$ cat src/rtl/can_bt_pkg.sv
package can_bt_pkg;

  typedef enum logic [1:0] {
    PH_SYNC = 2'd0,
    PH_SEG1 = 2'd1,
    PH_SEG2 = 2'd2
  } bt_phase_e;

  function automatic logic maj3(input logic a, input logic b, input logic c);
    return (a & b) | (a & c) | (b & c);
  endfunction

endpackage

$ cat src/rtl/bt_cfg_reg.sv
module bt_cfg_reg #(
  parameter int SEG1_W   = 4,
  parameter int SEG2_W   = 3,
  parameter int CFG_W    = 1 + SEG2_W + SEG1_W,
  parameter logic [CFG_W-1:0] RST_CFG = '0,
  parameter int MIN_SUM  = 5,
  parameter int SEG1_MIN = 2,
  parameter int SEG2_MIN = 1
) (
  input  logic             clk,
  input  logic             rst,
  input  logic             cfg_en,
  input  logic             wr_en,
  input  logic [CFG_W-1:0] wr_data,
  output logic [CFG_W-1:0] cfg_q,
  output logic             cfg_invalid
);

  function automatic logic word_bad(input logic [CFG_W-1:0] w);
    int s1;
    int s2;
    s1 = int'(w[SEG1_W-1:0]);
    s2 = int'(w[SEG1_W +: SEG2_W]);
    return (s1 < SEG1_MIN) || (s2 < SEG2_MIN) || ((s1 + s2) < MIN_SUM);
  endfunction

  always_ff @(posedge clk) begin
    if (rst) begin
      cfg_q       <= RST_CFG;
      cfg_invalid <= word_bad(RST_CFG);
    end else if (cfg_en && wr_en) begin
      cfg_q       <= wr_data;
      cfg_invalid <= word_bad(wr_data);
    end
  end

endmodule

$ cat src/rtl/bt_seq.sv
module bt_seq
  import can_bt_pkg::*;
#(
  parameter int SEG1_W = 4,
  parameter int SEG2_W = 3,
  parameter int CNT_W  = 5
) (
  input  logic              clk,
  input  logic              rst,
  input  logic              tq_tick,
  input  logic              hsync_req,
  input  logic              tri_mode,
  input  logic [SEG1_W-1:0] seg1,
  input  logic [SEG2_W-1:0] seg2,
  output logic              hit_pre,
  output logic              hit_spt,
  output logic              tx_point
);

  logic [CNT_W-1:0] q;
  logic [CNT_W-1:0] len1;
  logic [CNT_W-1:0] last;
  logic             pend;
  logic             restart;
  logic             live;
  logic             hit_end;
  bt_phase_e        phase;

  always_comb begin
    len1    = CNT_W'(seg1) + CNT_W'(1) + (tri_mode ? CNT_W'(2) : CNT_W'(0));
    last    = len1 + CNT_W'(seg2) + CNT_W'(1);
    restart = tq_tick && (pend || hsync_req);
    live    = tq_tick && !restart;
    if (q == '0)        phase = PH_SYNC;
    else if (q <= len1) phase = PH_SEG1;
    else                phase = PH_SEG2;
    hit_spt = live && (phase == PH_SEG1) && (q == len1);
    hit_pre = live && tri_mode && (phase == PH_SEG1) &&
              ((q == len1 - CNT_W'(2)) || (q == len1 - CNT_W'(1)));
    hit_end = live && (q >= last);
  end

  always_ff @(posedge clk) begin
    if (rst) begin
      q        <= '0;
      pend     <= 1'b0;
      tx_point <= 1'b0;
    end else begin
      tx_point <= hit_end;
      if (tq_tick) begin
        pend <= 1'b0;
        if (restart || (q >= last)) q <= '0;
        else                         q <= q + CNT_W'(1);
      end else if (hsync_req) begin
        pend <= 1'b1;
      end
    end
  end

endmodule

$ cat src/rtl/bt_sampler.sv
module bt_sampler
  import can_bt_pkg::*;
#(
  parameter int EXTRA = 2
) (
  input  logic clk,
  input  logic rst,
  input  logic rx_in,
  input  logic tri_mode,
  input  logic hit_pre,
  input  logic hit_spt,
  output logic smp_bit,
  output logic smp_valid
);

  logic [EXTRA-1:0] hist;
  logic             vote;

  generate
    if (EXTRA == 1) begin : g_shift1
      always_ff @(posedge clk) begin
        if (rst)          hist <= '0;
        else if (hit_pre) hist <= rx_in;
      end
    end else begin : g_shiftn
      always_ff @(posedge clk) begin
        if (rst)          hist <= '0;
        else if (hit_pre) hist <= {hist[EXTRA-2:0], rx_in};
      end
    end
  endgenerate

  assign vote = maj3(hist[EXTRA-1], hist[0], rx_in);

  always_ff @(posedge clk) begin
    if (rst) begin
      smp_bit   <= 1'b0;
      smp_valid <= 1'b0;
    end else begin
      smp_valid <= hit_spt;
      if (hit_spt) smp_bit <= tri_mode ? vote : rx_in;
    end
  end

endmodule

$ cat src/rtl/can_bit_timer.sv
module can_bit_timer #(
  parameter int SEG1_W = 4,
  parameter int SEG2_W = 3,
  parameter logic [SEG2_W+SEG1_W:0] RST_CFG = 8'h24
) (
  input  logic                   clk,
  input  logic                   rst,
  input  logic                   tq_tick,
  input  logic                   rx_in,
  input  logic                   hsync_req,
  input  logic                   cfg_en,
  input  logic                   wr_en,
  input  logic [SEG2_W+SEG1_W:0] wr_data,
  output logic [SEG2_W+SEG1_W:0] cfg_q,
  output logic                   cfg_invalid,
  output logic                   smp_bit,
  output logic                   smp_valid,
  output logic                   tx_point
);

  localparam int CFG_W  = 1 + SEG2_W + SEG1_W;
  localparam int N_MAX  = 1 + (2**SEG1_W + 2) + 2**SEG2_W;
  localparam int CNT_W  = $clog2(N_MAX + 1);
  localparam int MODE_B = CFG_W - 1;

  logic hit_pre;
  logic hit_spt;

  bt_cfg_reg #(
    .SEG1_W(SEG1_W), .SEG2_W(SEG2_W), .CFG_W(CFG_W), .RST_CFG(RST_CFG),
    .MIN_SUM(5), .SEG1_MIN(2), .SEG2_MIN(1)
  ) u_cfg (
    .clk(clk), .rst(rst), .cfg_en(cfg_en), .wr_en(wr_en),
    .wr_data(wr_data), .cfg_q(cfg_q), .cfg_invalid(cfg_invalid)
  );

  bt_seq #(.SEG1_W(SEG1_W), .SEG2_W(SEG2_W), .CNT_W(CNT_W)) u_seq (
    .clk(clk), .rst(rst), .tq_tick(tq_tick), .hsync_req(hsync_req),
    .tri_mode(cfg_q[MODE_B]), .seg1(cfg_q[SEG1_W-1:0]),
    .seg2(cfg_q[SEG1_W +: SEG2_W]),
    .hit_pre(hit_pre), .hit_spt(hit_spt), .tx_point(tx_point)
  );

  bt_sampler #(.EXTRA(2)) u_smp (
    .clk(clk), .rst(rst), .rx_in(rx_in), .tri_mode(cfg_q[MODE_B]),
    .hit_pre(hit_pre), .hit_spt(hit_spt),
    .smp_bit(smp_bit), .smp_valid(smp_valid)
  );

endmodule

$ cat config.mk
export PLATFORM = sky130hd
export DESIGN_NAME = can_bit_timer
export DESIGN_NICKNAME = d
export VERILOG_FILES = /design/src/rtl/can_bt_pkg.sv /design/src/rtl/bt_cfg_reg.sv /design/src/rtl/bt_seq.sv /design/src/rtl/bt_sampler.sv /design/src/rtl/can_bit_timer.sv
export SDC_FILE = /design/constraint.sdc
export NUM_CORES = 1
export LEC_CHECK = 0
export CORE_MARGIN = 2
export CORE_UTILIZATION = 40
export CTS_BUF_LIST = sky130_fd_sc_hd__clkbuf_4 sky130_fd_sc_hd__clkbuf_8
export DETAILED_ROUTE_END_ITERATION = 12
export PLACE_DENSITY = 0.72
export REMOVE_ABC_BUFFERS = 1
export SYNTH_ARGS = -nofsm -noshare
export SYNTH_HDL_FRONTEND = slang
export SYNTH_SLANG_ARGS = --single-unit
export TNS_END_PERCENT = 30
$ cat constraint.sdc
create_clock -name clk -period 4.2 [get_ports clk]
set_clock_uncertainty 0.05 [all_clocks]
set_input_delay 1.26 -clock clk [delete_from_list [all_inputs] [get_ports clk]]
set_output_delay 1.26 -clock clk [all_outputs]
set_load 0.01 [all_outputs]
# Word level (Yosys, flattened, before mapping)
# Index checks and enable logic that the tools add are counted.
[op_classes]
magnitude_cmp = 5
n_bitwise = 5
muxes = 5
reduce_logical = 17
addsub = 8
n_eq_ne = 4
[op_table]
columns = ["op", "n"]
rows = [
  ["< comparator 32 x 4 -> 1 bit (second input constant)", 1],
  ["== test 5 bit", 3],
  ["adder 5 x 1 -> 5 bit (second input constant)", 2],
  ["logical AND 1 bit", 9],
  ["two-way mux 2 bit", 3],
  ["adder 4 x 1 -> 5 bit (second input constant)", 1],
  ["adder 4 x 3 -> 5 bit", 1],
  ["adder 5 x 3 -> 5 bit", 1],
  ["adder 5 bit", 1],
  ["greater-or-equal comparator 5 bit", 1],
  ["less-or-equal comparator 5 bit", 1],
  ["logical NOT 5 bit", 1],
  ["logical OR 1 bit", 5],
  ["two-way mux 5 bit", 1],
  ["subtractor 5 x 1 -> 5 bit (second input constant)", 1],
  ["subtractor 5 x 2 -> 5 bit (second input constant)", 1],
  ["< comparator 4 x 2 -> 1 bit (second input constant)", 1],
  ["AND 1 bit", 3],
  ["< comparator 3 x 1 -> 1 bit (second input constant)", 1],
  ["== test 2 x 1 -> 1 bit (second input constant)", 1],
  ["bitwise OR 1 bit", 2],
  ["OR reduction 2 bit", 1],
  ["logical NOT 1 bit", 1],
  ["two-way mux 1 bit", 1],
]
[word_totals]
reg_bits = 20
in_bits = 15
elab_cells = 52

# Logic depth before layout (Yosys ltp)
# Gate-level depths: netlist (run 1).
[logic_depth]
depth_word = 8
ltp_mapped = 13

# Hierarchy
# Synthesis (run 1) repeated with hierarchy kept, for this count alone.
[unflattened]
cells_unflattened = 195
area_unflattened_um2 = 1636.6
[modules_own_cells]
columns = ["mod", "area_per_inst_um2", "cells_per_inst", "instances"]
rows = [
  ["bt_seq", 1042.2, 125, 1],
  ["bt_cfg_reg", 447.9, 55, 1],
  ["bt_sampler", 146.4, 15, 1],
]

# Worst setup path before layout (run 1)
# No wires, ideal clock.
[synth_timing]
path_kind = "reg-to-reg"
from = "register u_cfg.cfg_q[0]"
to = "register u_seq.q[3]"
required_time_ns = 4.076
arrival_ns = 3.037
slack_ns = 1.038
setup_time_ns = 0.074
stages_incl_launch_ff = 12
n_path_buf = 0
cell_sequence = "dfxtp_1 -> fa_1 -> ha_1 -> a21o_1 -> a21oi_1 -> xnor2_1 -> ha_1 -> or2_0 -> a2111o_1 -> nand2_1 -> nand3_1 -> a31oi_1"
[synth_between]
elab_chain_len = 7
[synth_rtl]
columns = ["element", "line", "source"]
rows = [
  ["from (decl)", "bt_cfg_reg.sv:15", "output logic [CFG_W-1:0] cfg_q,"],
  ["from (signal assigned)", "bt_cfg_reg.sv:32", "cfg_q <= wr_data;"],
  ["adder 4 x 1 -> 5 bit", "bt_seq.sv:30", "len1 = CNT_W'(seg1) + CNT_W'(1) + (tri_mode ? CNT_W'(2) : CNT_W'(0));"],
  ["adder 5 bit", "bt_seq.sv:30", ""],
  ["adder 5 x 3 -> 5 bit", "bt_seq.sv:31", "last = len1 + CNT_W'(seg2) + CNT_W'(1);"],
  ["adder 5 x 1 -> 5 bit", "bt_seq.sv:31", ""],
  ["greater-or-equal comparator 5 bit", "bt_seq.sv:52", "if (restart || (q >= last)) q <= '0;"],
  ["logical OR 1 bit", "bt_seq.sv:52", ""],
  ["two-way mux 5 bit", "bt_seq.sv:52", ""],
  ["to (signal assigned)", "bt_seq.sv:53", "else q <= q + CNT_W'(1);"],
  ["to (decl)", "bt_seq.sv:20", "logic [CNT_W-1:0] q;"],
]
# No other way between the ends.
# A chain may end at the register's enable or synchronous reset.

# Final worst setup path (run 1)
# Same ends and word-level chain as after synthesis.

==> results of run 1 <==
metal layers:
layer	vias up	share of wire, %	track usage (%)	wire length [um]
li1	753	-	-	-
met1	681	47	19.8	1650
met2	40	47	27.2	1670
met3	6	5.0	3.20	175
met4	0	1.2	3.27	41
met5	-	0	0	0
report_power, final:
group          internal (mW)  total [mW]  switching, mW
combinational         0.0794       0.160         0.0804
sequential             0.197       0.208         0.0112
clock                 0.0836       0.151         0.0669
total                  0.360       0.518          0.158
area by class of cell:
class / instances / share of cell area [%]
clock buffer: 4 / 2.70
multi-input combinational: 158 / 58.8
tap: 50 / 3.07
timing repair buffer: 26 / 12.8
inverter: 16 / 2.95
sequential: 20 / 19.7
worst min path at each step:
stage	startpoint	end	cells after the start	slack [ps]
after floorplan	u_smp.hist[1]$_SDFFE_PP0P_	u_smp.hist[1]$_SDFFE_PP0P_	2	410
after global placement	u_smp.smp_bit$_SDFFE_PP0P_	u_smp.smp_bit$_SDFFE_PP0P_	2	390
after detailed placement	u_smp.smp_bit$_SDFFE_PP0P_	u_smp.smp_bit$_SDFFE_PP0P_	2	390
after CTS	u_smp.smp_bit$_SDFFE_PP0P_	u_smp.smp_bit$_SDFFE_PP0P_	2	400
after global routing	u_smp.smp_bit$_SDFFE_PP0P_	u_smp.smp_bit$_SDFFE_PP0P_	2	440
final	u_smp.smp_bit$_SDFFE_PP0P_	u_smp.smp_bit$_SDFFE_PP0P_	2	400
per-stage QoR:
stage / power, mW / utilization [%] / area, um2 / hold slack (ps)
after floorplan: 0.318 / - / 1660 / 406
after global placement: 0.369 / 48.8 / 1980 / 388
after detailed placement: 0.372 / 48.8 / 1980 / 392
after CTS: 0.522 / 50.2 / 2040 / 403
after global routing: 0.554 / 50.2 / 2040 / 437
final: 0.518 / 50.2 / 2040 / 401
tightest hold or removal path, cell delays in order, from the launching register on:
cell and delay [ps]:
dfxtp_1 310, nand2_1 50, a21oi_1 50
flip-flops by register name (all words and copies together) (netlist names):
signal / flops
u_cfg.cfg_invalid: 1
u_cfg.cfg_q: 8
u_seq.pend: 1
u_smp.smp_bit: 1
u_seq.q: 5
u_smp.smp_valid: 1
u_seq.tx_point: 1
u_smp.hist: 2
layout by cell type (no fill, tap or decap), types with 2 or more instances in the layout:
| master | count |
|---|---|
| ha_1 | 21 |
| xor2_1 | 6 |
| mux2i_1 | 2 |
| a21oi_1 | 20 |
| a31oi_1 | 4 |
| fa_1 | 3 |
| nand3b_1 | 3 |
| nor2_1 | 7 |
| nor3_1 | 10 |
| nand2b_1 | 5 |
| inv_1 | 15 |
| and4_1 | 2 |
| a21o_1 | 4 |
| xnor2_1 | 8 |
| nand2_1 | 27 |
| clkbuf_8 | 4 |
| dfxtp_1 | 20 |
| o2bb2ai_1 | 2 |
| clkdlybuf4s50_1 | 26 |
| nand4b_1 | 2 |
| nand3_1 | 7 |
| o21ai_0 | 3 |
cell families (layout without fill, tap and decap cells):
kind of cell	count (synthesis)	in the layout	synth area share (%)
xor+xnor	15	15	8.14
compound gates	41	41	16.8
buf+inv	25	46	6.30
flops	20	20	23.5
simple gates	76	76	25.2
mux	2	2	1.17
fa+ha+maj	24	24	18.9
==> flow_summary.json, run 1 <==
{
  "status": "finished clean",
  "ys_ff_latch": 20,
  "syn_to_final_growth_pct": 19.4,
  "fill_cells": 390,
  "synth_ff_type": "dfxtp_1",
  "synth.most_common_cell": "nand2_1",
  "syn-instance-count": 203,
  "fmax_mhz": 296,
  "die_h_um": 69.3,
  "crit_path_start_kind": "flop",
  "critical_path_class": "reg -> reg",
  "clock_latency_ps": 260,
  "worstPathArrival_ps": 3510,
  "report.final.slew_viol_count": 0,
  "row_count": 23,
  "ir_drop_uv": 95.4,
  "wirelength_mm": 3.53,
  "rsz0062_at_grt": "false",
  "grt_max_degree": 22,
  "fp.dieArea_um2": 4810,
  "pre_cts_slack_ps": 831,
  "regArea_um2": 400,
  "hold_buffers": 0,
  "yosysTopAreaCell": "dfxtp_1",
  "dp_cells": 270,
  "power.density_nw_per_um2": 254,
  "finalCriticalPeriod_ps": 3380,
  "relSlewSlack_pct": 49.8,
  "netlist_area_um2": 1710,
  "drt-initial-drc-count": 90,
  "synth_edf_count": 0,
  "r2r_slack_ps": 820,
  "drive_gt1_share_pct": 7.59,
  "crit_fanout": 10,
  "timing.final.ws_setup_ps": 821,
  "dp_hpwl_mm": 2.75,
  "r2r.worst_path.cells": 11,
  "cp-startpoint": "u_cfg.cfg_q[0]$_SDFFE_PP0P_",
  "clock_sinks": 20,
  "detail-route-antenna-nets": 0,
  "cellLeakagePower_nw": 0.816,
  "worst_path_most_repeated_cell": "ha_1",
  "critical-path-top-delay-family": "adder cells",
  "cts_resized": 0,
  "synthArstFlopShare_pct": 0,
  "cts_root_buffer": "clkbuf_8",
  "yosys_warnings": 0,
  "cp.buffers_inverters": 0,
  "portBuffers": 26,
  "crit_cells": 11,
  "hp-class": "reg -> reg",
  "grtUsageTotal_pct": 15.6,
  "worst_pin_slew_ps": 750,
  "core_um2": 4060,
  "setup_viol": 0,
  "grt_pass1_wl_mm": 6.21,
  "max_cap_viol_count": 0,
  "endpoint": "u_seq.q[3]$_SDFFE_PP0P_",
  "reg2reg_to": "u_seq.q[3]$_SDFFE_PP0P_",
  "ioPinCount": 27,
  "ys_seq_area_share_pct": 23.5,
  "cts_tree": "yes",
  "post-route-drc-count": 0,
  "antenna_cells": 0,
  "yosysTopAreaCellShare_pct": 23.5,
  "clkTransAtPathRegs_ps": 70,
  "first_pass_iters": 4,
  "multiInputGateArea_um2": 1200,
  "place.gp.congestion": 0.786,
  "avgRoutedWirePerCell_um": 12.9,
  "die_w_um": 69.3,
  "via_per_inst": 5.40,
  "postSynthAreaPerCell_um2": 8.41,
  "tns_ps": 0,
  "period_share_pct": 80.5,
  "post_cts_buffers": 0,
  "hold_violations": 0,
  "start_util_pct": 42.1,
  "overflow": 0,
  "final_cell_count_no_fill": 274,
  "worstSetupEndpointType": "flop",
  "synth_common_cells": "27 x nand2_1, 21 x ha_1, 20 x a21oi_1, 20 x dfxtp_1, 15 x inv_1",
  "dr_total_vias": 1480,
  "required_ps": 4330,
  "ys_types": 46,
  "grt_pass1_vias": 1389,
  "cts_max_level": 1,
  "antenna_found_initial": 0,
  "synthTopCellsByArea": "dfxtp_1 23%, ha_1 15%, nand2_1 5.9%",
  "cp_slowest_stage_delay_ps": 570,
  "worst_r2r_startpoint": "u_cfg.cfg_q[0]$_SDFFE_PP0P_",
  "clk_path_buf_depth": 2,
  "nets": 264,
  "path_cells": "fa_1 > ha_1 > a21o_1 > a21oi_1 > xnor2_1 > ha_1 > or2_0 > a2111o_1 > nand2_1 > nand3_1 > a31oi_1",
  "crit_slowest_cell": "dfxtp_1",
  "numCtsBuffers": 3
}
(Power assumes the default switching activity.)
==> run 2: changes to the inputs <==
clock period = 3.5 ns   (was 4.2 ns; I/O delays follow)
==> flow_summary.json, run 2 (synthesized netlist as in run 1, its figures left out) <==
{
  "start_util_pct": 42.1,
  "holdCritStartpoint": "u_smp.smp_bit$_SDFFE_PP0P_",
  "clkTransAtPathRegs_ps": 80,
  "final_cell_count_no_fill": 277,
  "wirelength_mm": 3.55,
  "fp.dieArea_um2": 4810,
  "clock_latency_ps": 260,
  "fmax_mhz": 306,
  "critical_path_class": "reg -> reg",
  "antenna_found_initial": 0,
  "hold_path_end": "u_smp.smp_bit$_SDFFE_PP0P_",
  "clock_sinks": 20,
  "finalCriticalPeriod_ps": 3270,
  "r2r_slack_ps": 230,
  "detail-route-antenna-nets": 0,
  "dp_cells": 273,
  "largest-register": "u_cfg.cfg_q",
  "nets": 267,
  "largest_reg_flops": 8,
  "ir_drop_uv": 140,
  "antenna_cells": 0,
  "cts_root_buffer": "clkbuf_8",
  "report.final.slew_viol_count": 0,
  "die_w_um": 69.3,
  "fill_cells": 386,
  "hold_buffers": 0,
  "top_regs": "u_cfg.cfg_q: 8 flops, u_seq.q: 5 flops, u_smp.hist: 2 flops",
  "overflow": 0,
  "reg2reg_to": "u_seq.q[4]$_SDFFE_PP0P_",
  "cellLeakagePower_nw": 0.831,
  "first_pass_iters": 4,
  "grt_pass1_vias": 1436,
  "hold_violations": 0,
  "post_cts_buffers": 0,
  "pre_cts_slack_ps": 252,
  "die_h_um": 69.3,
  "post-route-drc-count": 0,
  "place.gp.congestion": 0.795,
  "via_per_inst": 5.37,
  "period_share_pct": 93.4,
  "drive_gt1_share_pct": 8.81,
  "worstPathArrival_ps": 3400,
  "max_cap_viol_count": 0,
  "clk_path_buf_depth": 2,
  "crit_fanout": 7,
  "relSlewSlack_pct": 50.8,
  "cp-startpoint": "u_cfg.cfg_q[1]$_SDFFE_PP0P_",
  "drt-initial-drc-count": 57,
  "worst_pin_slew_ps": 736,
  "grt_pass1_wl_mm": 6.29,
  "cts_resized": 0,
  "worst_r2r_startpoint": "u_cfg.cfg_q[1]$_SDFFE_PP0P_",
  "cts_max_level": 1,
  "ioPinCount": 27,
  "cts_tree": "yes",
  "r2r.worst_path.cells": 12,
  "worstSetupEndpointType": "flop",
  "hp-class": "reg -> reg",
  "syn_to_final_growth_pct": 20.7,
  "grt_max_degree": 22,
  "layout_commonest_cell": "nand2_1",
  "setup_viol": 0,
  "numCtsBuffers": 3,
  "status": "finished clean",
  "core_um2": 4060,
  "dp_hpwl_mm": 2.80,
  "layout_common_cells": "27 x nand2_1, 26 x clkdlybuf4s50_1, 21 x ha_1",
  "tns_ps": 0,
  "dr_total_vias": 1487,
  "timing.final.ws_setup_ps": 231,
  "power.density_nw_per_um2": 304,
  "row_count": 23,
  "avgRoutedWirePerCell_um": 12.8,
  "crit_path_start_kind": "flop",
  "required_ps": 3630,
  "grtUsageTotal_pct": 15.6,
  "portBuffers": 26,
  "rsz0062_at_grt": "false",
  "whs_path_depth": 2
}
==> run 2: cell count changes in the layout (fill, tap and decap cells not counted) <==
cell | before | now
buf_4 | 0 | 3
==> run 2: worst max-delay path by stage <==
stage                         endpoint  slack, ps  cells past startpoint
2_1_floorplan  u_seq.q[3]$_SDFFE_PP0P_        330                     11
3_3_place_gp   u_seq.q[3]$_SDFFE_PP0P_        320                     12
3_5_place_dp   u_seq.q[3]$_SDFFE_PP0P_        250                     12
4_1_cts        u_seq.q[3]$_SDFFE_PP0P_        210                     12
5_1_grt        u_seq.q[4]$_SDFFE_PP0P_         40                     12
6_report       u_seq.q[4]$_SDFFE_PP0P_        230                     12
==> run 2: power breakdown <==
group          total (mW)  leakage (nW)  internal, mW  switching [mW]
Clock               0.183        0.0288         0.100          0.0832
Sequential          0.246         0.163         0.236          0.0104
Combinational       0.196         0.640        0.0969          0.0989
==> run 2: per-stage QoR <==
| step | hold slack [ps] | total power [mW] | utilization, % | instance area [um2] |
|---|---|---|---|---|
| final | 415 | 0.626 | 50.8 | 2060 |
| after global routing | 454 | 0.665 | 50.8 | 2060 |
| after CTS | 424 | 0.630 | 50.8 | 2060 |
| after detailed placement | 413 | 0.447 | 49.4 | 2000 |
| after global placement | 388 | 0.443 | 49.4 | 2000 |
| after floorplan | 406 | 0.382 | - | 1660 |
==> run 2: area by class of cell <==
class                   instances  area, um2  area share [%]
multi-input cells             158       1200            58.2
repair buffers                 29        283            13.7
flip-flops and latches         20        400            19.4
clock buffers                   4       55.1            2.67
inverters                      16       60.1            2.92
well taps                      50       62.6            3.04
==> run 2: critical path, cell delays in order (launching register included) <==
cell and delay (ps):
dfxtp_1 350, fa_1 610, inv_1 140, fa_1 460, inv_1 80, a21oi_1 60, nor2_1 110, xor2_1 190
ha_1 270, a2111o_1 380, nand2_1 200, a31oi_1 120, a21oi_1 150
==> run 2: per-layer routing <==
| layer | GRT usage [%] | part of all wire [%] |
|---|---|---|
| met1 | 19.0 | 46 |
| met2 | 28.4 | 49 |
| met3 | 2.76 | 4.2 |
| met4 | 3.70 | 0.85 |
| met5 | 0 | 0 |
